===== config.mk =====
export PLATFORM = sky130hd
export DESIGN_NAME = rx_fifo_idle_flag
export DESIGN_NICKNAME = d
export VERILOG_FILES = /design/src/rtl/rxq_pkg.sv /design/src/rtl/rxq_store.sv /design/src/rtl/rxq_idle_timer.sv /design/src/rtl/rxq_ready_flag.sv /design/src/rtl/rx_fifo_idle_flag.sv
export SDC_FILE = /design/constraint.sdc
export NUM_CORES = 1
export LEC_CHECK = 0
export ABC_AREA = 1
export BUFFER_PORTS_ARGS = -buffer_cell sky130_fd_sc_hd__buf_4
export CORE_AREA = 2 2 159 99
export DETAILED_ROUTE_END_ITERATION = 6
export DIE_AREA = 0 0 161 101
export GPL_TIMING_DRIVEN = 0
export PLACE_DENSITY = 0.73
export SYNTH_ARGS = -nofsm -noshare
export SYNTH_HDL_FRONTEND = slang
export SYNTH_SLANG_ARGS = --single-unit

===== constraint.sdc =====
create_clock -name clk -period 2.5 [get_ports clk]
set_input_delay 0.5 -clock clk [delete_from_list [all_inputs] [get_ports clk]]
set_output_delay 0.5 -clock clk [all_outputs]
set_load 0.02 [all_outputs]

===== src/rtl/rxq_pkg.sv =====
package rxq_pkg;
   localparam int LVL_W = 8;

   // Trigger level decode for the two-bit select
   function automatic logic [LVL_W-1:0] trig_level(input logic [1:0] sel);
      case (sel)
         2'd0:    return 8'd1;
         2'd1:    return 8'd4;
         2'd2:    return 8'd8;
         default: return 8'd14;
      endcase
   endfunction
endpackage


===== src/rtl/rxq_store.sv =====
module rxq_store #(
   parameter int DATA_W = 8,
   parameter int DEPTH  = 16
) (
   input  logic                       clk,
   input  logic                       rst_n,
   input  logic                       push,
   input  logic [DATA_W-1:0]          din,
   input  logic                       pop,
   output logic [DATA_W-1:0]          dout,
   output logic [$clog2(DEPTH+1)-1:0] count
);
   localparam int AW = $clog2(DEPTH);
   localparam int CW = $clog2(DEPTH+1);

   if ((1 << AW) != DEPTH) begin : g_bad_depth
      $error("rxq_store: DEPTH must be a power of two");
   end
   if (DATA_W < 1) begin : g_bad_width
      $error("rxq_store: DATA_W must be positive");
   end

   logic [DATA_W-1:0] mem [DEPTH];
   logic [AW-1:0]     wr_ptr, rd_ptr;
   logic              push_ok, pop_ok;

   assign push_ok = push && (count != CW'(DEPTH));
   assign pop_ok  = pop && (count != '0);
   assign dout    = mem[rd_ptr];

   always_ff @(posedge clk) begin
      if (push_ok) mem[wr_ptr] <= din;
   end

   always_ff @(posedge clk) begin
      if (!rst_n) begin
         wr_ptr <= '0;
         rd_ptr <= '0;
         count  <= '0;
      end else begin
         if (push_ok) wr_ptr <= wr_ptr + 1'b1;
         if (pop_ok)  rd_ptr <= rd_ptr + 1'b1;
         case ({push_ok, pop_ok})
            2'b10:   count <= count + 1'b1;
            2'b01:   count <= count - 1'b1;
            default: count <= count;
         endcase
      end
   end

   assert_count_bound_R1: assert property (@(posedge clk) disable iff (!rst_n)
      count <= CW'(DEPTH));
   assert_no_overflow_R1: assert property (@(posedge clk) disable iff (!rst_n)
      (count == CW'(DEPTH) && push && !pop) |=> count == CW'(DEPTH));
   assert_no_underflow_R1: assert property (@(posedge clk) disable iff (!rst_n)
      (count == '0 && pop && !push) |=> count == '0);
endmodule


===== src/rtl/rxq_idle_timer.sv =====
module rxq_idle_timer #(
   parameter int IDLE_BITS = 15
) (
   input  logic clk,
   input  logic rst_n,
   input  logic stop_end,
   input  logic tick,
   output logic fire
);
   localparam int TW = $clog2(IDLE_BITS+1);

   if (IDLE_BITS < 2) begin : g_bad_idle
      $error("rxq_idle_timer: IDLE_BITS must be at least 2");
   end

   logic [TW-1:0] cnt;
   logic          running;

   assign fire = running && tick && !stop_end && (cnt == TW'(IDLE_BITS-1));

   always_ff @(posedge clk) begin
      if (!rst_n) begin
         cnt     <= '0;
         running <= 1'b0;
      end else if (stop_end) begin
         cnt     <= '0;
         running <= 1'b1;
      end else if (running && tick) begin
         cnt <= cnt + 1'b1;
         if (cnt == TW'(IDLE_BITS-1)) running <= 1'b0;
      end
   end

   assert_fire_once_R4: assert property (@(posedge clk) disable iff (!rst_n)
      fire |=> !fire);
   assert_hold_after_fire_R4: assert property (@(posedge clk) disable iff (!rst_n)
      (fire && !stop_end) |=> !running);
   assert_count_bound_R4: assert property (@(posedge clk) disable iff (!rst_n)
      cnt <= TW'(IDLE_BITS));
endmodule


===== src/rtl/rxq_ready_flag.sv =====
module rxq_ready_flag (
   input  logic clk,
   input  logic rst_n,
   input  logic fire,
   input  logic sync_mode,
   input  logic starved,
   input  logic drained,
   input  logic dma_last,
   input  logic flag_rd,
   input  logic flag_wr,
   input  logic flag_wdata,
   output logic ready
);
   logic armed, set_ev, clr_sw;

   assign set_ev = fire && !sync_mode && starved;
   assign clr_sw = flag_wr && !flag_wdata && armed && drained;

   always_ff @(posedge clk) begin
      if (!rst_n) begin
         ready <= 1'b0;
         armed <= 1'b0;
      end else begin
         if (set_ev)                  ready <= 1'b1;
         else if (clr_sw || dma_last) ready <= 1'b0;

         if (set_ev || flag_wr || dma_last) armed <= 1'b0;
         else if (flag_rd && ready)         armed <= 1'b1;
      end
   end

   assert_sync_never_sets_R5: assert property (@(posedge clk) disable iff (!rst_n)
      (sync_mode && !ready) |=> !ready);
   assert_write_one_no_set_R8: assert property (@(posedge clk) disable iff (!rst_n)
      (flag_wr && flag_wdata && !ready && !fire) |=> !ready);
   assert_unarmed_write_R7: assert property (@(posedge clk) disable iff (!rst_n)
      (ready && flag_wr && !armed && !dma_last) |=> ready);
   assert_rise_needs_fire_R3: assert property (@(posedge clk) disable iff (!rst_n)
      $rose(ready) |-> $past(fire));
endmodule


===== src/rtl/rx_fifo_idle_flag.sv =====
module rx_fifo_idle_flag #(
   parameter int DATA_W    = 8,
   parameter int DEPTH     = 16,
   parameter int IDLE_BITS = 15
) (
   input  logic                       clk,
   input  logic                       rst_n,
   input  logic                       rx_wr,
   input  logic [DATA_W-1:0]          rx_byte,
   input  logic                       stop_end,
   input  logic                       bit_tick,
   input  logic [1:0]                 trig_sel,
   input  logic                       sync_mode,
   input  logic                       cpu_rd,
   input  logic                       dma_rd,
   input  logic                       flag_rd,
   input  logic                       flag_wr,
   input  logic                       flag_wdata,
   output logic [DATA_W-1:0]          rd_data,
   output logic [$clog2(DEPTH+1)-1:0] fifo_count,
   output logic                       data_ready,
   output logic                       full_req
);
   import rxq_pkg::*;

   localparam int CW = $clog2(DEPTH+1);

   if (DEPTH < 14) begin : g_bad_depth
      $error("rx_fifo_idle_flag: DEPTH must hold the largest trigger level");
   end

   logic [CW-1:0] lvl;
   logic          fire, starved, dma_last;

   assign lvl      = CW'(trig_level(trig_sel));
   assign full_req = (fifo_count >= lvl);
   assign starved  = (fifo_count != '0) && (fifo_count < lvl);
   assign dma_last = dma_rd && !rx_wr && (fifo_count == CW'(1));

   rxq_store #(.DATA_W(DATA_W), .DEPTH(DEPTH)) u_store (
      .clk   (clk),
      .rst_n (rst_n),
      .push  (rx_wr),
      .din   (rx_byte),
      .pop   (cpu_rd | dma_rd),
      .dout  (rd_data),
      .count (fifo_count)
   );

   rxq_idle_timer #(.IDLE_BITS(IDLE_BITS)) u_timer (
      .clk      (clk),
      .rst_n    (rst_n),
      .stop_end (stop_end),
      .tick     (bit_tick),
      .fire     (fire)
   );

   rxq_ready_flag u_flag (
      .clk        (clk),
      .rst_n      (rst_n),
      .fire       (fire),
      .sync_mode  (sync_mode),
      .starved    (starved),
      .drained    (fifo_count == '0),
      .dma_last   (dma_last),
      .flag_rd    (flag_rd),
      .flag_wr    (flag_wr),
      .flag_wdata (flag_wdata),
      .ready      (data_ready)
   );

   assert_dma_drain_clears_R9: assert property (@(posedge clk) disable iff (!rst_n)
      (dma_last && !fire) |=> !data_ready);
   assert_fall_when_empty_R7: assert property (@(posedge clk) disable iff (!rst_n)
      $fell(data_ready) |-> ($past(fifo_count) == '0 || $past(dma_rd)));
endmodule


* Word level (Yosys, flattened, before mapping)
Memory sizes are Yosys's and may differ from the RTL's. A register that Yosys moved wholly into a read port is not among the register bits.
Cells that the tools add are included.
** Word-level totals
- Flip-flop bits (word level) :: 20
- Latch bits :: 0
- Memory bits (writable) :: 128
- Memory bits (read-only) :: 0
- Bits of input ports :: 21
- Output and inout bits :: 15
- Memories kept :: 1
** Memory list
- u_store.mem :: depth 16, bits a word 8, rd ports 1, clocked after memory_dff 1, write ports 1, line rxq_store.sv:23 : logic [DATA_W-1:0] mem [DEPTH];
** Operators by class
- Add/subtract/negate cells :: 5
- Multipliers :: 0
- Divide/modulo/power cells :: 0
- $lt $le $gt $ge :: 2
- Equal/unequal tests :: 7
- Shift operators :: 0
- Multiplexer cells :: 11
- Bitwise operators :: 2
- Reduce and logical (&&, ||, !) cells :: 31
** Operators with widths (number)
- logical AND 1 bit :: 14
- adder 4 x 1 -> 4 bit, second input constant :: 3
- one-hot mux 4 bit (3 select lines) :: 1
- one-hot mux 5 bit (2 select lines) :: 1
- two-way mux 4 bit :: 2
- nonzero test 2 bit :: 4
- two-way mux 1 bit :: 7
- adder 5 x 1 -> 5 bit, second input constant :: 1
- equality test 5 x 1 -> 1 bit, second input constant :: 1
- >= comparator 5 bit :: 1
- zero test 5 bit :: 1
- less-than comparator 5 bit :: 1
- inequality test 5 bit, second input constant :: 1
- nonzero test 5 bit :: 1
- subtractor 5 x 1 -> 5 bit, second input constant :: 1
- equality test 2 x 1 -> 1 bit, second input constant :: 2
- equality test 2 bit, second input constant :: 2
- equality test 4 bit, second input constant :: 1
- zero test 1 bit :: 4
- OR reduction 2 bit :: 2
- logical OR 1 bit :: 3
- zero test 2 bit :: 1
- AND reduction 2 bit :: 1
- inverter 1 bit :: 1
- bitwise OR 1 bit :: 1

* Logic depth before layout (Yosys ltp)
Gate-level depths: netlist of run 1.
- Word-level depth :: 8
- Depth in mapped cells :: 13
- Depth with buffers taken out :: 13

* Cells and area by module
A second synthesis of run 1 with hierarchy kept.
** Second synthesis, totals
- Cells, all modules :: 557
- Area, all modules :: 6601.3 µm²
** By module, submodules not included
- rxq_store :: instances 1, cells an instance 475, area an instance 6062.1 µm², sequential area each 4184.0 µm²
- rxq_idle_timer :: instances 1, cells an instance 34, area an instance 252.7 µm², sequential area each 100.1 µm²
- rx_fifo_idle_flag :: instances 1, cells an instance 31, area an instance 173.9 µm², sequential area each 0.0 µm²
- rxq_ready_flag :: instances 1, cells an instance 17, area an instance 112.6 µm², sequential area each 40.0 µm²

* Worst setup path after synthesis of run 1
OpenSTA, ideal clock, no wires.
- Kind :: flip-flop to flip-flop
- Start point :: register u_store.count[0]
- End point :: memory u_store.mem[10][0], enable pin
- Library setup time :: 0.370 ns
- Arrival :: 1.646 ns
- Path slack :: 0.484 ns
- Stages on the path, launching flop included :: 8
- Period minus slack after synthesis :: 2.016 ns
- Path through :: dfxtp_1 -> inv_1 -> ha_1 -> nand2_1 -> o21ai_2 -> inv_1 -> nand2_1 -> nor2_1
** On the way
- Word-level cells in the longest chain between the ends :: 4
** RTL lines
- from (decl) :: line rxq_store.sv:11 : output logic [$clog2(DEPTH+1)-1:0] count
- from (signal assigned) :: line rxq_store.sv:44 : 2'b10: count <= count + 1'b1;
- from (signal assigned) :: line rxq_store.sv:45 : 2'b01: count <= count - 1'b1;
- from (signal assigned) :: line rxq_store.sv:46 : default: count <= count;
- inequality test 5 bit :: line rxq_store.sv:27 : assign push_ok = push && (count != CW'(DEPTH));
- logical AND 1 bit :: line rxq_store.sv:27
- two-way mux 1 bit :: line rxq_store.sv:32 : if (push_ok) mem[wr_ptr] <= din;
- two-way mux 1 bit (not written as such) :: line rxq_store.sv:32
- to (decl) :: line rxq_store.sv:23
Every way passes these cells.

==> impl_metrics.py, run 1 <==
metrics = {
    "run_status": {
        "status": "complete, no violations",
    },
    "logic_synthesis": {
        "synth_top_area_cell": "edfxtp_1",
        "synth.net_count": 677,
        "avgSynthCellArea_sq_um": 10.2,
        "synthTopCellsByArea": "edfxtp_1 (59%), nand2_1 (11%), dfxtp_1 (7.3%)",
        "ys_ff_latch": 152,
        "yosysWarnings": 0,
        "syn_area_sq_um": 6560,
        "synth_top_area_share": 0.586,
        "yosysUniqueCellTypes": 24,
        "synth_cells": 640,
        "ys_seq_area_frac": 0.660,
    },
    "hold_path": {
        "hp-class": "in2reg",
        "worstHoldEndpoint": "u_flag.armed",
        "min_path_cells": 4,
        "worstHoldStart": "flag_wr",
    },
    "floorplanning": {
        "fp.dieH_um": 101,
        "coreArea_sq_um": 14900,
        "dieArea_sq_um": 16300,
        "initial_utilization": 0.440,
        "die_w_um": 161,
        "io_pins": 36,
        "rows": 35,
    },
    "route": {
        "drc": 0,
        "via_per_inst": 5.30,
        "route.met3.wl_um": 1870,
        "dr.first_iter.drc_count": 591,
        "wl_met1_um": 7480,
        "routedWlPerCell_um": 17.7,
        "num_vias": 4836,
        "wl_met2_um": 6600,
        "dr.pass1.iters": 5,
        "ant_nets": 0,
        "routed_wl_um": 16200,
        "highest_layer": "met4",
    },
    "clocking": {
        "ctsRootBufferMaster": "clkbuf_16",
        "h-tree-depth": 4,
        "clk_pin_slew_worst_paths_ns": 0.06,
        "cts_tree": "yes",
        "cts_sinks": 152,
        "clock_path_buffers": 2,
        "insertion_delay_ns": 0.42,
        "cts_buffers": 17,
        "hold_buffers": 0,
    },
    "final_layout": {
        "areaGrowthSynthToFinish_pct": 19.2,
        "layout.nets": 734,
        "diodes": 0,
        "multiInputGateArea_sq_um": 1990,
        "fillers": 1295,
        "seq_area_sq_um": 4330,
        "final_layout_size_suffix_gt1_frac": 0.158,
    },
    "sta": {
        "holdWs_ns": 0.328,
        "finalSetupViolCount": 0,
        "final.min_clock_period_ns": 2.46,
        "rsz0062_at_grt": "true",
        "tightest_slew_ns": 0.796,
        "maxSlewViolCount": 0,
        "slew_headroom": 0.467,
        "fmax_mhz": 407,
        "hold_violations": 0,
        "setup_ws_ns": 0.0426,
        "period_share": 0.983,
        "clock_skew_ns": 0.0120,
    },
    "critical_path": {
        "critPathKind": "reg2out",
        "r2r_setup_slack_ns": 0.05,
        "rr_endpoint": "u_store.mem[12][3]",
        "cp-start-kind": "flop",
        "timing.rr.start": "u_store.count[1]",
        "cp-end-kind": "output port",
        "arrival_ns": 1.96,
        "r2r.worst_path.cells": 7,
        "crit_fanout": 10,
        "worstPathRequired_ns": 2.00,
    },
    "place": {
        "place_congestion": 0.936,
        "dp_slack_ns": 0.0473,
        "io_buffers": 34,
        "dp_hpwl_um": 10700,
    },
    "global_route": {
        "grt_pass1_vias": 4371,
        "grt_pass1_wl_um": 24800,
        "grt_overflow": 0,
        "grt_antenna_before_repair": 0,
        "grt_use_total": 0.209,
        "grt_start_max_net_pins": 17,
    },
    "pwr": {
        "p_per_area_nw_per_um2": 1080,
        "vdd_ir_drop_max_mv": 0.612,
        "power.leakage_nw": 3.12,
    },
    "run": {
        "drv_cap": 0,
    },
}
[state kept, by name, summed over array words and instances (netlist names), named ones only]
register / cells
u_store.count: 5
u_timer.cnt: 4
u_store.mem: 128
u_timer.running: 1
u_store.rd_ptr: 4
u_store.wr_ptr: 4
u_flag.ready: 1
u_flag.armed: 1
[cell usage after synthesis]
cell / n
a21oi_1: 16
edfxtp_1: 128
ha_1: 16
buf_2: 11
xnor2_1: 1
dfxtp_1: 24
clkbuf_1: 6
nand2_1: 192
o21ai_2: 1
o21ai_1: 7
buf_4: 3
buf_1: 1
nor3_1: 5
nand3_1: 52
a21o_1: 1
nand4_1: 5
o21ai_0: 28
nor2_1: 85
xor2_1: 3
inv_1: 40
buf_6: 3
or2_2: 1
o211ai_1: 9
inv_2: 2
[timing repair]
item	4_1_cts	5_1_grt
setup buffers	0	4
gates resized for setup	8	29
setup endpoints to repair	8	136
[cell families (layout without fill, tap and decap cells)]
kind of cell / count (synthesis) / after routing / synth area share
AND/OR/NAND/NOR: 340 / 340 / 0.208
adder cells (fa/ha/maj): 16 / 16 / 0.0305
XOR/XNOR: 4 / 4 / 0.00534
AO/OA/AOI/OAI: 62 / 62 / 0.0517
flip-flops: 152 / 152 / 0.660
buffers and inverters: 66 / 136 / 0.0450
[area by class of cell]
class | count | share of cell area
Buffer | 24 | 0.0208
Clock buffer | 23 | 0.0599
Clock inverter | 9 | 0.0221
Inverter | 42 | 0.0207
Multi-Input combinational cell | 422 | 0.254
Sequential cell | 152 | 0.553
Tap cell | 203 | 0.0325
Timing Repair Buffer | 38 | 0.0365
[power by group]
part | total [mW] | internal [mW] | switching (mW)
sequential | 2.99 | 2.88 | 0.109
clock | 2.79 | 1.82 | 0.966
combinational | 2.66 | 0.889 | 1.77
total | 8.43 | 5.59 | 2.84
[stage by stage]
stage	power, mW	cells	utilization	instance area (sq um)	setup TNS, ns
2_1_floorplan	4.66	640	-	6560	0
3_3_place_gp	5.49	877	0.475	7070	0
5_1_grt	8.82	913	0.525	7820	-2.44
4_1_cts	8.34	909	0.518	7720	0
3_5_place_dp	5.55	877	0.475	7070	0
6_report	8.43	913	0.525	7820	0
[layout by cell type, fill, tap and decap left out, types with 5 or more instances in the layout]
| cell | n |
|---|---|
| a21oi_1 | 16 |
| buf_2 | 7 |
| buf_4 | 41 |
| buf_6 | 5 |
| bufinv_16 | 5 |
| clkbuf_16 | 17 |
| clkbuf_2 | 6 |
| dfxtp_1 | 23 |
| edfxtp_1 | 128 |
| ha_1 | 16 |
| inv_1 | 39 |
| nand2_1 | 192 |
| nand3_1 | 50 |
| nand4_1 | 5 |
| nor2_1 | 71 |
| nor2_2 | 14 |
| nor3_1 | 5 |
| o211ai_1 | 9 |
| o21ai_0 | 25 |
| o21ai_1 | 9 |
[critical path: stages, from the launching register on]
cell,delay [ns]
dfxtp_2,0.37
inv_2,0.09
clkbuf_2,0.26
o21ai_0,0.21
nand3_1,0.19
nand3_1,0.15
nand2_1,0.10
buf_4,0.17
[worst max-delay path by stage]
| stage | endpoint | slack [ns] |
|---|---|---|
| detailed placement | u_store.mem[13][2] | 0.05 |
| global route | u_store.mem[12][5] | -0.16 |
| finish | rd_data[6] | 0.04 |
| CTS | rd_data[4] | 0.001 |
| global placement | u_store.mem[13][7] | 0.12 |
| floorplan | u_store.mem[10][0] | 0.48 |
[routing by layer]
metal	global-route usage	vias to the layer above
li1	-	2268
met1	0.319	2262
met2	0.289	275
met3	0.0617	31
met4	0.0584	0
met5	0	-
Power figures use the tool's default switching activity.
==> run 2: changes to the inputs <==
Settings changed: MAX_ROUTING_LAYER set to met4, RECOVER_POWER set to 50.
==> impl_metrics.py, run 2 (synthesis gave the netlist of run 1 again) <==
metrics = {
    "floorplanning": {
        "initial_utilization": 0.440,
        "dieArea_sq_um": 16300,
        "coreArea_sq_um": 14900,
        "die_w_um": 161,
        "io_pins": 36,
        "fp.dieH_um": 101,
        "rows": 35,
    },
    "final_layout": {
        "areaGrowthSynthToFinish_pct": 18.2,
        "layout.nets": 732,
        "final_layout_size_suffix_gt1_frac": 0.137,
        "fillers": 1295,
        "seq_area_sq_um": 4330,
        "final_cell_mix": "nand2_1 (192), edfxtp_1 (128), nor2_1 (71), nand3_1 (51), inv_1 (39)",
        "multiInputGateArea_sq_um": 1980,
        "largest_register_ff_count": 128,
        "layout_commonest_cell": "nand2_1",
        "regMostFlops": "u_store.mem",
        "reg_top3": "u_store.mem (128), u_store.count (5)",
        "diodes": 0,
        "final_core_util": 0.521,
    },
    "critical_path": {
        "max_stage_delay_ns": 0.67,
        "path_cells": "inv_1, ha_1, nand2_1, o21ai_2, inv_1, nand2_1, nor2_1",
        "worstPathRequired_ns": 2.54,
        "cp-end-kind": "flop",
        "timing.rr.start": "u_store.count[1]",
        "arrival_ns": 2.52,
        "crit_fanout": 9,
        "crit_start": "u_store.count[1]",
        "worst_path_max_delay_cell": "nor2_1",
        "cp-start-kind": "flop",
        "critPathKind": "reg2reg",
    },
    "clocking": {
        "h-tree-depth": 4,
        "ctsRootBufferMaster": "clkbuf_16",
        "insertion_delay_ns": 0.42,
        "clk_pin_slew_worst_paths_ns": 0.06,
        "cts_buffers": 17,
        "clock_path_buffers": 2,
        "hold_buffers": 0,
        "cts_tree": "yes",
        "cts_sinks": 152,
    },
    "sta": {
        "holdWs_ns": 0.327,
        "finalSetupViolCount": 0,
        "period_share": 0.991,
        "maxSlewViolCount": 0,
        "hold_violations": 0,
        "setup_ws_ns": 0.0229,
        "clock_skew_ns": 0.00882,
        "fmax_mhz": 404,
        "final.min_clock_period_ns": 2.48,
        "rsz0062_at_grt": "true",
        "fin_setup_tns_ns": 0,
        "tightest_slew_ns": 0.964,
        "slew_headroom": 0.358,
    },
    "route": {
        "num_vias": 4822,
        "routedWlPerCell_um": 17.8,
        "dr.pass1.iters": 7,
        "drc": 0,
        "dr.first_iter.drc_count": 638,
        "via_per_inst": 5.29,
        "routed_wl_um": 16200,
        "ant_nets": 0,
    },
    "hold_path": {
        "hp-class": "in2reg",
        "worstHoldStart": "flag_wr",
    },
    "pwr": {
        "vdd_ir_drop_max_mv": 0.611,
        "internal-power_mw": 5.57,
        "p_seq_frac": 0.355,
        "combPwrFrac": 0.313,
        "p_clk_frac": 0.331,
        "power.leakage_nw": 3.07,
        "netSwitchingPower_mw": 2.86,
        "p_per_area_nw_per_um2": 1090,
        "sw_frac_of_total": 0.339,
    },
    "global_route": {
        "grtUsageMet1": 0.319,
        "grt_pass1_vias": 4379,
        "grt_busiest_layer": "met1",
        "grt_use_total": 0.216,
        "grt_start_max_net_pins": 17,
        "grt_overflow": 0,
        "grt_antenna_before_repair": 0,
        "grtUsageMet3": 0.0555,
        "grt_use_met2": 0.289,
        "grt_pass1_wl_um": 24800,
    },
    "place": {
        "place_congestion": 0.953,
        "dp_hpwl_um": 10700,
        "io_buffers": 34,
        "dp_slack_ns": 0.0473,
    },
    "run_status": {
        "status": "complete, no violations",
    },
    "run": {
        "drv_cap": 0,
    },
}
==> run 2: timing repair <==
| action | CTS | global route |
|---|---|---|
| endpoints found under the setup margin | 8 | 136 |
| buffers inserted | 0 | 2 |
| resized for setup | 8 | 28 |
==> run 2: area by class of cell <==
cell class,instances,area share
sequential,152,0.558
buffer,24,0.0208
clock buffer,23,0.0604
clock inverter,9,0.0223
timing repair buffer,36,0.0295
tap,203,0.0328
multi-input combinational,422,0.255
inverter,42,0.0208
==> run 2: through the flow <==
stage	instance area [sq um]	total power, mW	instances
detailed placement	7070	5.55	877
CTS	7720	8.34	909
floorplan	6560	4.66	640
global placement	7070	5.49	877
global route	7750	8.80	911
finish	7750	8.42	911
==> run 2: power groups by stage <==
stage / registers (mW) / clock network (mW) / logic (mW)
after floorplan: 3.05 / 0 / 1.61
after global routing: 3.01 / 2.92 / 2.87
final: 2.99 / 2.79 / 2.64
after detailed placement: 3.03 / 0 / 2.51
after global placement: 3.03 / 0 / 2.46
after CTS: 2.99 / 2.80 / 2.55
==> run 2: path summary, 6_finish.rpt <==
path,endpoint,slack (ns),cells after the start
worst max register to register,u_store.mem[12][3],0.02,7
worst min-delay path,u_flag.armed,0.33,4
worst max-delay path,u_store.mem[12][3],0.02,7
worst min register to register,u_timer.cnt[3],0.46,1
==> run 2: critical path: cells and delay by family (launching register included) <==
family	cells	cell delay, ns
buffers and inverters	2	0.28
adder cells (fa/ha/maj)	1	0.26
AND/OR/NAND/NOR	3	0.99
AO/OA/AOI/OAI	1	0.13
flip-flops	1	0.44
==> run 2: routing by layer <==
layer / vias to the layer above / routed length (um)
met5: - / 0
met1: 2278 / 7520
met3: 30 / 1740
met2: 247 / 6730
met4: 0 / 247
li1: 2267 / -
